==> src/rtl/msi_pkg.sv <==
package msi_pkg;
  typedef enum logic [1:0] {
    MODE_INV = 2'd0,
    MODE_SHR = 2'd1,
    MODE_MOD = 2'd2
  } line_mode_e;
endpackage

==> src/rtl/msi_rr_arb.sv <==
module msi_rr_arb #(
  parameter int N = 3,
  localparam int IDX_W = (N > 1) ? $clog2(N) : 1
) (
  input  logic             clk,
  input  logic             rst_n,
  input  logic [N-1:0]     req,
  output logic [N-1:0]     grant,
  output logic [IDX_W-1:0] grant_idx,
  output logic             grant_vld
);
  logic [IDX_W-1:0] ptr_q, ptr_d;
  int cand;

  always_comb begin
    grant     = '0;
    grant_idx = '0;
    grant_vld = 1'b0;
    cand      = 0;
    for (int k = 0; k < N; k++) begin
      cand = (int'(ptr_q) + k) % N;
      if (!grant_vld && req[cand]) begin
        grant_vld   = 1'b1;
        grant[cand] = 1'b1;
        grant_idx   = IDX_W'(cand);
      end
    end
  end

  always_comb begin
    ptr_d = ptr_q;
    if (grant_vld) begin
      if (int'(grant_idx) == N - 1) ptr_d = '0;
      else                          ptr_d = grant_idx + IDX_W'(1);
    end
  end

  always_ff @(posedge clk or negedge rst_n) begin
    if (!rst_n)         ptr_q <= '0;
    else if (grant_vld) ptr_q <= ptr_d;
  end
endmodule

==> src/rtl/msi_mem.sv <==
module msi_mem #(
  parameter int ADDR_W = 4,
  parameter int DATA_W = 8,
  localparam int DEPTH = 1 << ADDR_W
) (
  input  logic              clk,
  input  logic              rst_n,
  input  logic [ADDR_W-1:0] rd_addr,
  output logic [DATA_W-1:0] rd_data,
  input  logic              wa_en,
  input  logic [ADDR_W-1:0] wa_addr,
  input  logic [DATA_W-1:0] wa_data,
  input  logic              wb_en,
  input  logic [ADDR_W-1:0] wb_addr,
  input  logic [DATA_W-1:0] wb_data
);
  logic [DATA_W-1:0] mem_q [DEPTH];

  assign rd_data = mem_q[rd_addr];

  always_ff @(posedge clk or negedge rst_n) begin
    if (!rst_n) begin
      for (int i = 0; i < DEPTH; i++) mem_q[i] <= '0;
    end else begin
      if (wa_en) mem_q[wa_addr] <= wa_data;
      if (wb_en) mem_q[wb_addr] <= wb_data;
    end
  end

  // victim and owner write-backs never target the same word
  same_word_chk: assert property (@(posedge clk) disable iff (!rst_n)
    (wa_en && wb_en) |-> (wa_addr != wb_addr));
endmodule

==> src/rtl/msi_line.sv <==
module msi_line
  import msi_pkg::*;
#(
  parameter int ADDR_W = 4,
  parameter int DATA_W = 8
) (
  input  logic              clk,
  input  logic              rst_n,
  input  logic              req_en,
  input  logic              req_write,
  input  logic [ADDR_W-1:0] bus_addr,
  input  logic [DATA_W-1:0] req_wdata,
  input  logic [DATA_W-1:0] fill_data,
  input  logic              snoop_rd,
  input  logic              snoop_inv,
  output line_mode_e        mode_o,
  output logic [ADDR_W-1:0] tag_o,
  output logic [DATA_W-1:0] data_o,
  output logic              hit_o
);
  line_mode_e        mode_q, mode_d;
  logic [ADDR_W-1:0] tag_q, tag_d;
  logic [DATA_W-1:0] data_q, data_d;
  logic              hit;

  assign hit = (mode_q != MODE_INV) && (tag_q == bus_addr);

  always_comb begin
    mode_d = mode_q;
    tag_d  = tag_q;
    data_d = data_q;
    if (req_en) begin
      if (req_write) begin
        mode_d = MODE_MOD;
        tag_d  = bus_addr;
        data_d = req_wdata;
      end else if (!hit) begin
        mode_d = MODE_SHR;
        tag_d  = bus_addr;
        data_d = fill_data;
      end
    end else if (snoop_inv && hit) begin
      mode_d = MODE_INV;
      tag_d  = '0;
      data_d = '0;
    end else if (snoop_rd && hit && mode_q == MODE_MOD) begin
      mode_d = MODE_SHR;
    end
  end

  always_ff @(posedge clk or negedge rst_n) begin
    if (!rst_n) begin
      mode_q <= MODE_INV;
      tag_q  <= '0;
      data_q <= '0;
    end else begin
      mode_q <= mode_d;
      tag_q  <= tag_d;
      data_q <= data_d;
    end
  end

  assign mode_o = mode_q;
  assign tag_o  = tag_q;
  assign data_o = data_q;
  assign hit_o  = hit;


  read_hit_hold_chk: assert property (@(posedge clk) disable iff (!rst_n)
    (req_en && !req_write && hit) |=>
      (mode_q == $past(mode_q) && data_q == $past(data_q) && tag_q == $past(tag_q)));

  owner_demote_chk: assert property (@(posedge clk) disable iff (!rst_n)
    (!req_en && snoop_rd && mode_q == MODE_MOD && tag_q == bus_addr) |=> (mode_q == MODE_SHR));

  write_owns_chk: assert property (@(posedge clk) disable iff (!rst_n)
    (req_en && req_write) |=> (mode_q == MODE_MOD && tag_q == $past(bus_addr)));

  inv_cleared_chk: assert property (@(posedge clk) disable iff (!rst_n)
    (mode_q == MODE_INV) |-> (tag_q == '0 && data_q == '0));
endmodule

==> src/rtl/msi_snoop_sys.sv <==
module msi_snoop_sys
  import msi_pkg::*;
#(
  parameter int N_CACHES = 3,
  parameter int ADDR_W   = 4,
  parameter int DATA_W   = 8,
  localparam int IDX_W   = (N_CACHES > 1) ? $clog2(N_CACHES) : 1
) (
  input  logic                         clk,
  input  logic                         rst_n,
  input  logic [N_CACHES-1:0]          req_valid,
  input  logic [N_CACHES-1:0]          req_write,
  input  logic [N_CACHES*ADDR_W-1:0]   req_addr,
  input  logic [N_CACHES*DATA_W-1:0]   req_wdata,
  output logic [N_CACHES-1:0]          req_ready,
  output logic [N_CACHES-1:0]          rsp_valid,
  output logic [N_CACHES*DATA_W-1:0]   rsp_data,
  output logic [N_CACHES*2-1:0]        line_mode,
  output logic [N_CACHES*ADDR_W-1:0]   line_tag,
  output logic [N_CACHES*DATA_W-1:0]   line_data
);
  logic [N_CACHES-1:0] eligible, grant, hit;
  logic [IDX_W-1:0]    gidx;
  logic                gvld;
  line_mode_e          mode_w [N_CACHES];
  logic [ADDR_W-1:0]   tag_w  [N_CACHES];
  logic [DATA_W-1:0]   data_w [N_CACHES];
  logic [N_CACHES-1:0] rsp_vq;
  logic [DATA_W-1:0]   rsp_dq [N_CACHES];
  logic [DATA_W-1:0]   rsp_dd;

  logic              rq_write, own_hit, bus_rd, bus_inv, owner_found, victim_wb;
  logic [ADDR_W-1:0] rq_addr;
  logic [DATA_W-1:0] rq_wdata, owner_data, mem_rd, fill;
  line_mode_e        own_mode;

  assign eligible = req_valid & ~rsp_vq;

  msi_rr_arb #(.N(N_CACHES)) i_arb (
    .clk(clk), .rst_n(rst_n), .req(eligible),
    .grant(grant), .grant_idx(gidx), .grant_vld(gvld)
  );

  assign req_ready = grant;

  // granted request and requester line view
  assign rq_write = req_write[gidx];
  assign rq_addr  = req_addr[gidx*ADDR_W +: ADDR_W];
  assign rq_wdata = req_wdata[gidx*DATA_W +: DATA_W];
  assign own_hit  = hit[gidx];
  assign own_mode = mode_w[gidx];

  assign bus_rd  = gvld && !rq_write && !own_hit;
  assign bus_inv = gvld && rq_write && !(own_hit && own_mode == MODE_MOD);
  assign victim_wb = gvld && !own_hit && own_mode == MODE_MOD;

  always_comb begin
    owner_found = 1'b0;
    owner_data  = '0;
    for (int i = 0; i < N_CACHES; i++) begin
      if (i != int'(gidx) && hit[i] && mode_w[i] == MODE_MOD) begin
        owner_found = 1'b1;
        owner_data  = data_w[i];
      end
    end
  end

  assign fill = owner_found ? owner_data : mem_rd;

  msi_mem #(.ADDR_W(ADDR_W), .DATA_W(DATA_W)) i_mem (
    .clk(clk), .rst_n(rst_n),
    .rd_addr(rq_addr), .rd_data(mem_rd),
    .wa_en(victim_wb), .wa_addr(tag_w[gidx]), .wa_data(data_w[gidx]),
    .wb_en(bus_rd && owner_found), .wb_addr(rq_addr), .wb_data(owner_data)
  );

  generate
    for (genvar c = 0; c < N_CACHES; c++) begin : g_line
      msi_line #(.ADDR_W(ADDR_W), .DATA_W(DATA_W)) i_line (
        .clk(clk), .rst_n(rst_n),
        .req_en(grant[c]), .req_write(rq_write), .bus_addr(rq_addr),
        .req_wdata(rq_wdata), .fill_data(fill),
        .snoop_rd(bus_rd), .snoop_inv(bus_inv),
        .mode_o(mode_w[c]), .tag_o(tag_w[c]), .data_o(data_w[c]), .hit_o(hit[c])
      );
      assign line_mode[c*2 +: 2]          = mode_w[c];
      assign line_tag[c*ADDR_W +: ADDR_W] = tag_w[c];
      assign line_data[c*DATA_W +: DATA_W] = data_w[c];
      assign rsp_data[c*DATA_W +: DATA_W]  = rsp_dq[c];

      always_ff @(posedge clk or negedge rst_n) begin
        if (!rst_n)        rsp_dq[c] <= '0;
        else if (grant[c]) rsp_dq[c] <= rsp_dd;
      end
    end
  endgenerate

  always_comb begin
    if (rq_write)     rsp_dd = rq_wdata;
    else if (own_hit) rsp_dd = data_w[gidx];
    else              rsp_dd = fill;
  end

  always_ff @(posedge clk or negedge rst_n) begin
    if (!rst_n) rsp_vq <= '0;
    else        rsp_vq <= grant;
  end

  assign rsp_valid = rsp_vq;

  // exclusivity monitor over all line pairs
  logic coh_err;
  always_comb begin
    coh_err = 1'b0;
    for (int i = 0; i < N_CACHES; i++) begin
      for (int j = 0; j < N_CACHES; j++) begin
        if (i != j && mode_w[i] == MODE_MOD && mode_w[j] != MODE_INV &&
            tag_w[i] == tag_w[j])
          coh_err = 1'b1;
      end
    end
  end


  single_grant_chk: assert property (@(posedge clk) disable iff (!rst_n)
    $onehot0(req_ready));

  busy_port_chk: assert property (@(posedge clk) disable iff (!rst_n)
    (rsp_valid & req_ready) == '0);

  rsp_follows_chk: assert property (@(posedge clk) disable iff (!rst_n)
    |(req_valid & req_ready) |=> (rsp_valid == $past(req_valid & req_ready)));

  coherent_chk: assert property (@(posedge clk) disable iff (!rst_n)
    !coh_err);
endmodule

==> config.mk <==
export PLATFORM = sky130hd
export DESIGN_NAME = msi_snoop_sys
export DESIGN_NICKNAME = d
export VERILOG_FILES = /design/src/rtl/msi_pkg.sv /design/src/rtl/msi_rr_arb.sv /design/src/rtl/msi_mem.sv /design/src/rtl/msi_line.sv /design/src/rtl/msi_snoop_sys.sv
export SDC_FILE = /design/constraint.sdc
export NUM_CORES = 1
export LEC_CHECK = 0
export ABC_AREA = 1
export BUFFER_PORTS_ARGS = -buffer_cell sky130_fd_sc_hd__buf_4
export CAP_MARGIN = 20
export CORE_ASPECT_RATIO = 0.7
export CORE_MARGIN = 2
export CORE_UTILIZATION = 30
export DETAILED_ROUTE_END_ITERATION = 6
export PLACE_DENSITY_LB_ADDON = 0.15
export SLEW_MARGIN = 20
export SYNTH_ARGS = -nofsm -noshare
export SYNTH_HDL_FRONTEND = slang
export SYNTH_HIERARCHICAL = 1
export SYNTH_SLANG_ARGS = --single-unit
==> constraint.sdc <==
create_clock -name clk -period 15.2 [get_ports clk]
set_input_delay 0.76 -clock clk [delete_from_list [all_inputs] [get_ports clk]]
set_output_delay 0.76 -clock clk [all_outputs]
set_load 0.01 [all_outputs]
Word level (Yosys, flattened, before mapping)
Index checks and enable logic that the tools add are counted.
{"block": "classes", "n_addsub": 3, "n_div": 3, "n_lt_le_gt_ge": 12, "eq_ne": 13, "shift": 2, "muxes": 97, "bitwise": 7, "reduce_logical": 54}
{"op": "$bwmux 128", "count": 2}
{"op": "$mux 128", "count": 2}
{"op": "$mux 8", "count": 24}
{"op": "$ge 32x1->1 const B", "count": 3}
{"op": "$lt 32x4->1 const B", "count": 3}
{"op": "$demux 8 s4", "count": 2}
{"op": "$mod 32x3->32 const B", "count": 2}
{"op": "$mux 4", "count": 14}
{"op": "$mux 2", "count": 21}
{"op": "$logic_and 1x1->1", "count": 33}
{"op": "$bmux 8 s4", "count": 1}
{"op": "$mod 3x3->32 const B", "count": 1}
{"op": "$shiftx 24x6->8", "count": 1}
{"op": "$mux 1", "count": 17}
{"op": "$bmux 8 s2", "count": 1}
{"op": "$reduce_bool 2->1", "count": 7}
{"op": "$eq 4x4->1", "count": 3}
{"op": "$reduce_and 2->1", "count": 6}
{"op": "$shiftx 12x5->4", "count": 1}
{"op": "$bmux 1 s2", "count": 5}
{"op": "$eq 2x2->1 const B", "count": 5}
{"op": "$ge 5x5->1 const B", "count": 2}
{"op": "$lt 5x1->1 const B", "count": 2}
{"op": "$not 4->5", "count": 2}
{"op": "17 further kinds", "count": 31}
{"block": "totals", "ff_bits": 199, "inputBits": 44, "out_inout_bits": 72, "elab_cells": 221}

Logic depth before layout (Yosys ltp)
{"block": "depth", "word_depth": 25, "mapped_depth": 36, "ltp_nobuf": 32}

By module
Netlist, hierarchy kept.
{"mod": "msi_mem", "n_inst": 1, "cells_each": 1288, "area_each_um2": 8035.2, "seq_area_each_um2": 3203.1}
{"mod": "msi_line", "n_inst": 3, "cells_each": 95, "area_each_um2": 829.5, "seq_area_each_um2": 350.3}
{"mod": "msi_snoop_sys", "n_inst": 1, "cells_each": 398, "area_each_um2": 2344.7, "seq_area_each_um2": 675.6}
{"mod": "msi_rr_arb", "n_inst": 1, "cells_each": 65, "area_each_um2": 410.4, "seq_area_each_um2": 50.0}

Least setup slack after synthesis
Ideal clock, no wire load.
{"block": "synth_path", "path_type": "input-to-reg", "startpoint": "input req_valid[1]", "endpoint": "register i_mem/mem_q[11] (netlist bit)", "setup_ps": 113, "t_arrival_ps": 5007, "required_ps": 15087, "setup_slack_ps": 10081, "stages": 33, "path_buffers": 3, "cell_sequence": "inv_1 > nor2_1 > inv_1 > nand2_1 > o21ai_0 > a21oi_1 > nand3_2 > nand2_2 > inv_2 > nand2_4 > inv_2 > buf_4 > buf_2 > nand2_1 > nand3_1 > inv_1 > nand2_1 > nand3_2 > nor2_4 > and2_1 > buf_2 > inv_1 > nor2_2 > nor3_4 > inv_4 > nor3_1 > nand3_1 > nor2_2 > inv_1 > nand2_1 > nand3_1 > nand2_1 > inv_1"}
{"block": "synth_via", "word_cells_on_any_way": 80, "classes_between": "order compare: 4; eq/ne: 6; shift: 1; mux: 42; bitwise: 4; reduce/logical: 23"}
{"item": "from (decl)", "line_no": "msi_snoop_sys.sv:11", "text": "input logic [N_CACHES-1:0] req_valid,"}
{"item": "$and 3x3->3 (*)", "line_no": "msi_snoop_sys.sv:37", "text": "assign eligible = req_valid & ~rsp_vq;"}
{"item": "net eligible[1]", "line_no": "msi_snoop_sys.sv:22", "text": "logic [N_CACHES-1:0] eligible, grant, hit;"}
{"item": "$bmux 1 s2", "line_no": "msi_rr_arb.sv:22", "text": "if (!grant_vld && req[cand]) begin"}
{"item": "$mux 1 (implied by the code) (2 in a row)", "line_no": "msi_rr_arb.sv:22"}
{"item": "$mux 1", "line_no": "msi_rr_arb.sv:22"}
{"item": "$logic_not 1->1", "line_no": "msi_rr_arb.sv:22"}
{"item": "$logic_and 1x1->1", "line_no": "msi_rr_arb.sv:22"}
{"item": "$mux 1", "line_no": "msi_rr_arb.sv:22"}
{"item": "[... 3 more ...]"}
{"item": "net gidx[0]", "line_no": "msi_snoop_sys.sv:23", "text": "logic [IDX_W-1:0] gidx;"}
{"item": "[... 1 more ...]"}
{"item": "net rq_addr[0]", "line_no": "msi_snoop_sys.sv:33", "text": "logic [ADDR_W-1:0] rq_addr;"}
{"item": "[... 2 more ...]"}
{"item": "net hit[0]", "line_no": "msi_snoop_sys.sv:22"}
{"item": "$bmux 1 s2 (*)", "line_no": "msi_snoop_sys.sv:50", "text": "assign own_hit = hit[gidx];"}
{"item": "$mux 1 (implied by the code) (*)", "line_no": "msi_snoop_sys.sv:50"}
{"item": "$logic_not 1->1 (*)", "line_no": "msi_snoop_sys.sv:55", "text": "assign victim_wb = gvld && !own_hit && own_mode == MODE_MOD;"}
{"item": "$logic_and 1x1->1 (*) (2 in a row)", "line_no": "msi_snoop_sys.sv:55"}
{"item": "net victim_wb", "line_no": "msi_snoop_sys.sv:32", "text": "logic rq_write, own_hit, bus_rd, bus_inv, owner_found, victim_wb;"}
{"item": "$mux 128 (*)", "line_no": "msi_mem.sv:25", "text": "if (wa_en) mem_q[wa_addr] <= wa_data;"}
{"item": "$bwmux 128", "line_no": "msi_mem.sv:26", "text": "if (wb_en) mem_q[wb_addr] <= wb_data;"}
{"item": "$mux 128 (*)", "line_no": "msi_mem.sv:26"}
{"item": "to (signal, indexed assignment)", "line_no": "msi_mem.sv:25"}
{"item": "to (signal, indexed assignment)", "line_no": "msi_mem.sv:26"}
{"item": "to (decl)", "line_no": "msi_mem.sv:17", "text": "logic [DATA_W-1:0] mem_q [DEPTH];"}
Mark *: on every way through the listed nets, which the timed path passes. The rest lies on a longest branch. The select of a mux whose other input is x is not followed.
A chain may end at the register's enable or synchronous reset.

Final worst setup path
{"block": "layout_path", "startpoint": "register i_arb.ptr_q[0]", "endpoint": "register i_mem/mem_q[54] (netlist bit)"}
{"block": "layout_via", "word_cells_on_any_way": 84, "classes_between": "add/sub: 2; div: 3; order compare: 4; eq/ne: 6; shift: 1; mux: 42; bitwise: 3; reduce/logical: 23"}
{"item": "from (decl)", "line_no": "msi_rr_arb.sv:12", "text": "logic [IDX_W-1:0] ptr_q, ptr_d;"}
{"item": "from (signal assigned)", "line_no": "msi_rr_arb.sv:40", "text": "else if (grant_vld) ptr_q <= ptr_d;"}
{"item": "parallel branches: the longest is 10 deep, another holds $mod 32x3->32"}
{"item": "$mux 2 (*)", "line_no": "msi_rr_arb.sv:22"}
{"item": "net gidx[0]", "line_no": "msi_snoop_sys.sv:23"}
{"item": "$shiftx 12x5->4 (*)", "line_no": "msi_snoop_sys.sv:48", "text": "assign rq_addr = req_addr[gidx*ADDR_W +: ADDR_W];"}
{"item": "net rq_addr[3]", "line_no": "msi_snoop_sys.sv:33"}
{"item": "$eq 4x4->1 (*)", "line_no": "msi_line.sv:26", "text": "assign hit = (mode_q != MODE_INV) && (tag_q == bus_addr);"}
{"item": "$logic_and 1x1->1 (*)", "line_no": "msi_line.sv:26"}
{"item": "net hit[0]", "line_no": "msi_snoop_sys.sv:22"}
{"item": "$bmux 1 s2 (*)", "line_no": "msi_snoop_sys.sv:50"}
{"item": "$mux 1 (implied by the code) (*)", "line_no": "msi_snoop_sys.sv:50"}
{"item": "$logic_not 1->1 (*)", "line_no": "msi_snoop_sys.sv:55"}
{"item": "$logic_and 1x1->1 (*) (2 in a row)", "line_no": "msi_snoop_sys.sv:55"}
{"item": "net victim_wb", "line_no": "msi_snoop_sys.sv:32"}
{"item": "$mux 128 (*)", "line_no": "msi_mem.sv:25"}
{"item": "$bwmux 128", "line_no": "msi_mem.sv:26"}
{"item": "$mux 128 (*)", "line_no": "msi_mem.sv:26"}
Mark *: on every way through the listed nets, which the timed path passes. The select of a mux whose other input is x is not followed.

==> key figures <==
Outcome
  • Run status: finished, final reports clean

Critical path
  • Reg-to-Reg Start: i_arb/ptr_q[0]$_DFFE_PN0P_
  • CP max stage delay: about 0.85 ns
  • Most frequent CP cell: inv_1
  • Req. time, crit path: 15.55 ns
  • Worst Reg-to-Reg Cells: 29
  • Critical path depth: 29
  • Max Fanout on Critical Path: 22
  • CP Buf/Inv Count: 9
  • Crit path DAT: 7.60 ns
  • Critical path's slowest cell: nor3_1
  • FF-to-FF End: i_mem/mem_q[54]$_DFF_PN0_
  • CP Launch Type: flip-flop
  • CP Launch Point: i_arb/ptr_q[0]$_DFFE_PN0P_
  • Reg2reg setup slack: 7.95 ns
  • Cell family with most CP delay: simple AND/OR/NAND/NOR gates
  • Critical Setup Path Class: reg -> reg
  • Worst Setup End Kind: flip-flop
  • Crit path to: i_mem/mem_q[54]$_DFF_PN0_

Floorplan
  • Core area: about 0.044 mm2
  • Row count: 64
  • Die Span X: 255.5 um
  • Die height: about 180 um
  • Die area: 0.04599 mm2
  • Initial Utilization: 30.37%
  • Io pins: 116

Timing
  • Setup TNS: 0 ns
  • RSZ-0062 raised after global routing: false
  • Final Hold Fails: 0
  • Setup violators final: 0
  • Fin Clk Skew: 0.02519 ns
  • Fin crit period: 7.252 ns
  • Worst slew pin tran: between 1 and 1.5 ns
  • Max-slew violation count: 0
  • Final worst-path cycle share: 47.71%
  • Max_slew headroom: 25.65%
  • Max Clock Freq: 0.1379 GHz

Clocking
  • TritonCTS Sinks: 199
  • Clk Latency, worst-skew pair: 0.48 ns
  • CTS Buf Count: 17
  • Longest Clk Path Bufs: 2
  • H-tree depth: 4
  • Post-CTS Setup Repair Bufs: 0
  • Resized cells post-CTS: 0
  • CTS tree: built
  • Clock transition at path regs: around 0.080 ns
  • Root Buffer: clkbuf_16
  • Post-CTS Hold Buffers: 0

Logic synthesis
  • Syn Std Cell Area: 0.01328 mm2
  • Syn Area/Cell: 6.522 um2
  • Cell taking the most area after synthesis: dfrtp_1
  • Main synth FF type: dfrtp_1
  • Yosys warns: 6
  • Sequential area share after synthesis: 37.50%
  • Async set-reset flop share out of synthesis: 100.0%
  • Post-synth cell types: 39
  • Syn_nets: ~2100
  • Synthesis-stage register bit count: 199
  • Cells after Synth: 2036
  • Post-synth EDFFs: 0
  • Top-area cell type share of the netlist area: 37.50%
  • Leading cell types by total area after synthesis: dfrtp_1 38%, nand2_1 22%, nand3_1 8.8%

Cells and area
  • Nets@finish: 2146
  • Layout cell share with drive strength beyond 1: 12.98%
  • Multi-input gate area: about 0.0067 mm2
  • ANT cells: 0
  • # fillers: 4820
  • Storage cell area: 0.004980 mm2
  • Final core occ: 34.65%
  • Layout overhead on the synthesized area: 14.09%

Global route
  • First-pass GRT wire length: 78920 um
  • Aggregate global routing overflow: 0
  • Vias in the first global route: 12320
  • All-Layer GR Usage: between 20 and 25%
  • Largest net degree at the start of global routing: between 80 and 90
  • Initial antenna violation count: 0

Detailed routing
  • DR iter-0 viols: 1614
  • Drt total wl: about 52000 um
  • ANT nets after route: 0
  • DRC Markers: 0
  • Vias per cell: between 4 and 5
  • Vias after detailed routing: 13440
  • Drt first pass iters: 6
  • WL/cell: approximately 19 um

Flow run
  • Max cap viols: 0

Min path
  • Type of the most critical hold path: in -> async

Placed design
  • IO buf count: 115
  • DP HPWL: 36640 um
  • RD Place Congestion: 0.9173
## flip-flops by register name, summed over array words and instances (netlist names)
| register | flops |
|---|---|
| i_mem/mem_q | 128 |
| g_line.i_line/data_o | 24 |
| rsp_data | 24 |
| g_line.i_line/tag_o | 12 |
| g_line.i_line/mode_o | 6 |
| rsp_valid | 3 |
| i_arb/ptr_q | 2 |
## per-layer routing
metal / vias up / share of wire [%] / GRT usage [%]
li1: 6464 / - / -
met1: 6410 / 50 / 35.22
met4: 0 / 1.4 / 5.216
met5: - / 0 / 0
met2: 521 / 39 / 30.61
met3: 44 / 8.7 / 5.654
## worst min-delay path by stage
stage / from / end / slack (ns) / depth (start not counted)
after floorplan: rst_n / g_line[0].i_line/data_o[0]$_DFFE_PN0P_ / 0.46 / 0
after global placement: rsp_data[2]$_DFFE_PN0P_ / rsp_data[2]$_DFFE_PN0P_ / 0.47 / 2
after detailed placement: rsp_data[18]$_DFFE_PN0P_ / rsp_data[18]$_DFFE_PN0P_ / 0.47 / 2
after CTS: rst_n / i_mem/mem_q[25]$_DFF_PN0_ / 0.36 / 1
after global routing: rst_n / g_line[0].i_line/tag_o[1]$_DFFE_PN0P_ / 0.37 / 1
final: rst_n / g_line[0].i_line/tag_o[1]$_DFFE_PN0P_ / 0.33 / 1
## cell usage in the layout (no fill, tap or decap), drive strengths merged
cell type,netlist,routed
nand2,799,799
inv,312,317
nand3,247,247
dfrtp,199,199
nor2,138,138
buf,48,123
o21ai,122,122
a21oi,33,33
nand4,27,27
a22oi,24,24
clkbuf,33,18
o22ai,17,17
clkinv,4,13
nor3,9,9
o211ai,8,8
a31oi,6,6
ha,4,4
and2,3,3
o21a,1,1
clkinvlp,0,1
o221ai,1,1
o21bai,1,1
## worst reg2reg max path, delay by kind of cell, from the launching register on
kind            cells  cell delay, ns
simple gates       18            4.82
buf+inv             9            1.34
flops               1            0.38
fa+ha+maj           1            0.38
compound gates      1            0.24
## cells in the mapped netlist, types with 3 or more instances
library cell,n
dfrtp_1,199
clkbuf_1,33
nand4_1,27
nor2_2,10
nor2_4,5
nand2_1,772
ha_1,4
nand2_4,5
a21oi_1,33
clkinv_1,4
o21ai_0,84
buf_6,5
buf_1,7
inv_1,295
nand2_2,22
nor3_1,7
nand3_1,233
o211ai_1,7
nor2_8,3
inv_2,15
buf_4,3
o22ai_1,17
nand3_2,12
a22oi_1,24
buf_12,3
a31oi_1,6
buf_2,30
nor2_1,120
o21ai_2,36
and2_1,3
## cell families after synthesis
kind of cell | after synthesis | share of synthesized area (%)
AO/OA/AOI/OAI | 213 | 9.997
adder cells (fa/ha/maj) | 4 | 0.3769
buffers and inverters | 397 | 12.28
flip-flops | 199 | 37.50
AND/OR/NAND/NOR | 1223 | 39.85
## final cells by class
cell class                      count  area share (%)
Multi-Input combinational cell   1440           44.14
Clock inverter                     15           1.222
Clock buffer                       17           2.808
Timing Repair Buffer              124           6.186
Tap cell                          594           4.906
Sequential cell                   199           32.87
Inverter                          316           7.863
## through the flow
step	std cells	worst slack, ns	hold WS, ns	instance area, um2
floorplan	2036	10.08	0.4644	13280
global placement	2673	7.990	0.4660	14540
detailed placement	2673	7.858	0.4670	14540
CTS	2705	8.141	0.3619	15150
global route	2705	7.366	0.3662	15150
finish	2705	7.948	0.3309	15150
Power is left out: the tool's default activity adds up to more than one toggle a clock period on the data nets, which glitch-free logic cannot reach.
